--- config.mk ---
export PLATFORM = sky130hd
export DESIGN_NAME = agent_req_ctrl
export DESIGN_NICKNAME = d
export VERILOG_FILES = /design/src/rtl/arq_pkg.sv /design/src/rtl/arq_block.sv /design/src/rtl/arq_fsm.sv /design/src/rtl/arq_outreg.sv /design/src/rtl/agent_req_ctrl.sv
export SDC_FILE = /design/constraint.sdc
export NUM_CORES = 1
export LEC_CHECK = 0
export BUFFER_PORTS_ARGS = -buffer_cell sky130_fd_sc_hd__buf_2
export CAP_MARGIN = 20
export CORE_AREA = 10 10 47 49
export DETAILED_ROUTE_END_ITERATION = 12
export DIE_AREA = 0 0 57 59
export SLEW_MARGIN = 25
export SYNTH_ARGS = -nofsm -noshare
export SYNTH_HDL_FRONTEND = slang
export SYNTH_SLANG_ARGS = --single-unit
--- constraint.sdc ---
create_clock -name clk -period 1.97 [get_ports clk]
set_input_delay 0.394 -clock clk [delete_from_list [all_inputs] [get_ports clk]]
set_output_delay 0.394 -clock clk [all_outputs]
set_load 0.01 [all_outputs]
--- src/rtl/arq_pkg.sv ---
package arq_pkg;

    typedef enum logic [2:0] {
        ST_IDLE,
        ST_CORE,
        ST_DMA,
        ST_YIELD,
        ST_BACKOFF
    } arq_state_t;

    typedef struct packed {
        logic req;
        logic core_pri;
        logic dma_pri;
    } arq_out_t;

    localparam arq_out_t ARQ_OFF = '{req: 1'b0, core_pri: 1'b0, dma_pri: 1'b0};

endpackage

--- src/rtl/arq_block.sv ---
module arq_block (
    input  logic dma_hi_i,
    input  logic oth_core_pri_i,
    input  logic oth_dma_pri_i,
    output logic dma_blocked_o
);
    // Core traffic elsewhere blocks every DMA request.
    // DMA-priority traffic elsewhere blocks only a normal-priority request.
    always_comb begin
        dma_blocked_o = oth_core_pri_i || (!dma_hi_i && oth_dma_pri_i);
    end
endmodule

--- src/rtl/arq_fsm.sv ---
module arq_fsm
    import arq_pkg::*;
(
    input  logic       clk,
    input  logic       rst_n,
    input  logic       core_req_i,
    input  logic       dma_req_i,
    input  logic       dma_blocked_i,
    input  logic       xfer_busy_i,
    input  logic       xfer_done_i,
    output arq_state_t state_o,
    output arq_state_t nxt_o
);
    arq_state_t state_q, nxt;

    always_comb begin
        nxt = state_q;
        unique case (state_q)
            ST_IDLE: begin
                if (core_req_i)                        nxt = ST_CORE;
                else if (dma_req_i && !dma_blocked_i)  nxt = ST_DMA;
            end
            ST_CORE: begin
                if (xfer_done_i)                       nxt = ST_IDLE;
            end
            ST_DMA: begin
                if (core_req_i && !xfer_busy_i)        nxt = ST_CORE;
                else if (!dma_req_i)                   nxt = ST_IDLE;
                else if (dma_blocked_i)
                    nxt = (xfer_busy_i && !xfer_done_i) ? ST_YIELD : ST_BACKOFF;
            end
            ST_YIELD: begin
                if (xfer_done_i)                       nxt = ST_BACKOFF;
            end
            ST_BACKOFF: begin
                if (core_req_i)                        nxt = ST_CORE;
                else if (!dma_req_i)                   nxt = ST_IDLE;
                else if (!dma_blocked_i)               nxt = ST_DMA;
            end
            default:                                   nxt = ST_IDLE;
        endcase
    end

    always_ff @(posedge clk or negedge rst_n) begin
        if (!rst_n) state_q <= ST_IDLE;
        else        state_q <= nxt;
    end

    assign state_o = state_q;
    assign nxt_o   = nxt;


    yield_holds_chk: assert property (@(posedge clk) disable iff (!rst_n)
        (state_q == ST_YIELD && !xfer_done_i) |=> (state_q == ST_YIELD));
endmodule

--- src/rtl/arq_outreg.sv ---
module arq_outreg
    import arq_pkg::*;
(
    input  logic       clk,
    input  logic       rst_n,
    input  arq_state_t nxt_i,
    input  logic       dma_hi_i,
    output arq_out_t   out_o
);
    arq_out_t out_q;

    always_ff @(posedge clk or negedge rst_n) begin
        if (!rst_n) begin
            out_q <= ARQ_OFF;
        end else begin
            unique case (nxt_i)
                ST_CORE:           out_q <= '{req: 1'b1, core_pri: 1'b1, dma_pri: 1'b0};
                ST_DMA, ST_YIELD:  out_q <= '{req: 1'b1, core_pri: 1'b0, dma_pri: dma_hi_i};
                default:           out_q <= ARQ_OFF;
            endcase
        end
    end

    assign out_o = out_q;


    flags_exclusive_chk: assert property (@(posedge clk) disable iff (!rst_n)
        !(out_q.core_pri && out_q.dma_pri));


    flag_needs_req_chk: assert property (@(posedge clk) disable iff (!rst_n)
        (out_q.core_pri || out_q.dma_pri) |-> out_q.req);
endmodule

--- src/rtl/agent_req_ctrl.sv ---
module agent_req_ctrl
    import arq_pkg::*;
(
    input  logic clk,
    input  logic rst_n,
    input  logic core_req_i,
    input  logic dma_req_i,
    input  logic dma_hi_i,
    input  logic xfer_busy_i,
    input  logic xfer_done_i,
    input  logic oth_core_pri_i,
    input  logic oth_dma_pri_i,
    output logic bus_req_o,
    output logic core_pri_o,
    output logic dma_pri_o
);
    logic       dma_blocked;
    arq_state_t state, nxt;
    arq_out_t   outs;

    arq_block blk_i (
        .dma_hi_i       (dma_hi_i),
        .oth_core_pri_i (oth_core_pri_i),
        .oth_dma_pri_i  (oth_dma_pri_i),
        .dma_blocked_o  (dma_blocked)
    );

    arq_fsm fsm_i (
        .clk           (clk),
        .rst_n         (rst_n),
        .core_req_i    (core_req_i),
        .dma_req_i     (dma_req_i),
        .dma_blocked_i (dma_blocked),
        .xfer_busy_i   (xfer_busy_i),
        .xfer_done_i   (xfer_done_i),
        .state_o       (state),
        .nxt_o         (nxt)
    );

    arq_outreg out_i (
        .clk      (clk),
        .rst_n    (rst_n),
        .nxt_i    (nxt),
        .dma_hi_i (dma_hi_i),
        .out_o    (outs)
    );

    assign bus_req_o  = outs.req;
    assign core_pri_o = outs.core_pri;
    assign dma_pri_o  = outs.dma_pri;


    core_done_drops_chk: assert property (@(posedge clk) disable iff (!rst_n)
        (state == ST_CORE && xfer_done_i) |=> (!core_pri_o && !bus_req_o));


    dma_yields_to_core_chk: assert property (@(posedge clk) disable iff (!rst_n)
        (state == ST_DMA && oth_core_pri_i && !core_req_i && !xfer_busy_i)
            |=> (!bus_req_o && !dma_pri_o));


    core_raises_chk: assert property (@(posedge clk) disable iff (!rst_n)
        (state == ST_IDLE && core_req_i) |=> (bus_req_o && core_pri_o));
endmodule

==> impl_metrics.csv <==
group,metric,value,unit
yosys,synthTopCellsByArea,"dfrtp_1 47%, o21ai_0 7.8%, nor2b_1 5.9%",
clock_network,ctsHoldBuffers,1,
final_layout,syn_to_final_growth,33.6,%
final_layout,final_cells,63,
floorplan,dieArea,3360,sq um
power,leakagePower,0.218,nW
power,power.density,746,nW/um^2
timing,max_clock_freq,0.760,GHz
detailed_routing,via_count,286,
detailed_routing,drt_first_pass_iters,4,
global_route,grt_util_all_layers,4.76,%
detailed_routing,drc,0,
global_route,antenna_found_initial,0,
detailed_routing,drt_iter0_drc,5,
clock_network,postCtsSetupBuffers,0,
timing,hold_viol,0,
yosys,yosysTopAreaCellShare,46.9,%
yosys,syn_avg_cell_area,10.0,sq um
yosys,syn_nets,41,
critical_path,critPathCaptureType,"flip-flop",
final_layout,fill_cells,160,
timing,relSlewSlack,79.4,%
clock_network,h-tree-depth,1,
yosys,synth_edf_count,0,
yosys,yosysWarnings,0,
clock_network,numCtsBuffers,3,
global_route,grt_pass1_wl,1300,um
critical_path,path_class,"reg2reg",
timing,fin_crit,1320,ps
place,gp_congestion,0.768,
timing,finalSetupTns,0,ps
yosys,ys_seq_elements,6,
global_route,grt_pass1_vias,327,
place,io_buffers,11,
critical_path,required,2090,ps
detailed_routing,wl,731,um
timing,slew_violations,0,
final_layout,nets,58,
yosys,yosysSeqAreaShare,46.9,%
detailed_routing,vias_per_cell,4.54,
clock_network,clk_latency,230,ps
yosys,syn_inst,32,
detailed_routing,routedWlPerCell,11.6,um
yosys,async_flop_share,100,%
timing,worst_pin_slew,309,ps
floorplan,die_h,59,um
final_layout,layout-drive-gt1-share,34.0,%
floorplan,rows,14,
critical_path,start_kind,"flip-flop",
power,peakVddDrop,0.000363,V
clock_network,cts-root-buf,"clkbuf_4",
run_status,outcome,"completed",
global_route,grt_max_degree,9,
hold_path,min-delay-path-class,"in2reg",
timing,rsz0062_at_grt,"no",
place,dp.cells,59,
clock_network,clk_path_buf_depth,2,
clock_network,cts_tree,"yes",
clock_network,postCtsResizedCells,0,
clock_network,cts_num_sinks,6,
detailed_routing,ant_nets,0,
yosys,ys_top_cells_by_count,"6 x dfrtp_1, 5 x o21ai_0, 3 x nor2_1, 3 x nor2b_1",
yosys,synth.cell_area,320,sq um
timing,fin_crit_sh,66.8,%
yosys,synth_flop_cell,"dfrtp_1",
floorplan,core,1400,sq um
final_layout,fin_util,30.5,%
flow_run,cap_violations,0,
critical_path,worstPathMaxFanout,8,
critical_path,worstPathArrival,1440,ps
floorplan,io_pins,12,
global_route,overflow,0,
floorplan,die_x,57,um
place,hpwl,636,um
timing,clock_skew,0.749,ps
yosys,yosysTopAreaCell,"dfrtp_1",
floorplan,start_util,22.9,%
clock_network,clk_pin_slew,40,ps
yosys,yosys.cell_count.top_type,"dfrtp_1",
final_layout,antenna_cells,0,
timing,setup_viol_count_final,0,
yosys,synth_cell_types,17,
-- worst max-delay path, cell delays in order (launching register included) --
cell and delay (ps):
dfrtp_1 450, o41ai_2 350, o2111ai_1 210, and2_1 190
-- cells by family after synthesis --
| kind of cell | share of synthesized area, % |
|---|---|
| flops | 46.9 |
| simple gates | 17.6 |
| compound gates | 28.9 |
| buf+inv | 3.52 |
| mux | 3.13 |
-- registers in the layout, summed over array words and instances (netlist names) --
register,flops
out_i.out_o,3
fsm_i.state_o,3
-- cells in the final DEF, fill, tap and decap left out, drive strengths merged --
master       synthesis  layout
dlygate4sd3          0       1
a22o                 1       1
dfrtp                6       6
o31ai                1       1
nor3b                1       1
nor2                 3       3
o21ai                5       5
and2                 1       1
inv                  3       3
o211a                1       1
o21a                 1       1
nor2b                3       3
mux2i                1       1
nand2b               2       2
o2111ai              1       1
buf                  0      11
o41ai                1       1
clkbuf               0       3
a31o                 1       1
-- power breakdown --
part           leakage (nW)  internal (W)  switching, W
clock                0.0138     0.0000683     0.0000353
sequential           0.0775      0.000138     0.0000130
combinational         0.126     0.0000329     0.0000316
-- stage by stage --
stage	setup slack (ps)	power [W]	cell area (sq um)	hold WS, ps
finish	654	0.000319	428	384
global route	520	0.000350	428	403
CTS	643	0.000326	428	380
detailed placement	578	0.000217	395	221
global placement	577	0.000216	395	220
floorplan	745	0.000186	320	98.4
-- final cells by class --
type / count / area [sq um] / area share, %
timing repair buffer: 12 / 65.1 / 15.2
inverter: 3 / 11.3 / 2.63
multi-input combinational: 23 / 159 / 37.1
sequential: 6 / 150 / 35.1
clock buffer: 3 / 22.5 / 5.26
tap: 16 / 20.0 / 4.68
-- layer usage --
metal,share of wire (%),wire (um),GRT usage [%]
met5,0,0,0
met4,0,0,3.36
met3,7.1,52,2.15
met2,48,350,6.98
met1,45,328,5.37
-- worst paths after layout --
kind	end	slack [ps]	from	cells after the start
worst max-delay path	out_i.out_o[1]$_DFF_PN0_	650	fsm_i.state_o[0]$_DFF_PN0_	3
worst min-delay path	out_i.out_o[0]$_DFF_PN0_	380	dma_hi_i	3
worst max register to register	out_i.out_o[1]$_DFF_PN0_	650	fsm_i.state_o[0]$_DFF_PN0_	3
worst min register to register	fsm_i.state_o[2]$_DFF_PN0_	670	fsm_i.state_o[2]$_DFF_PN0_	2
max in group asynchronous	out_i.out_o[0]$_DFF_PN0_	1310	rst_n	2
min in group asynchronous	out_i.out_o[1]$_DFF_PN0_	520	rst_n	2
(Power assumes the default switching activity.)
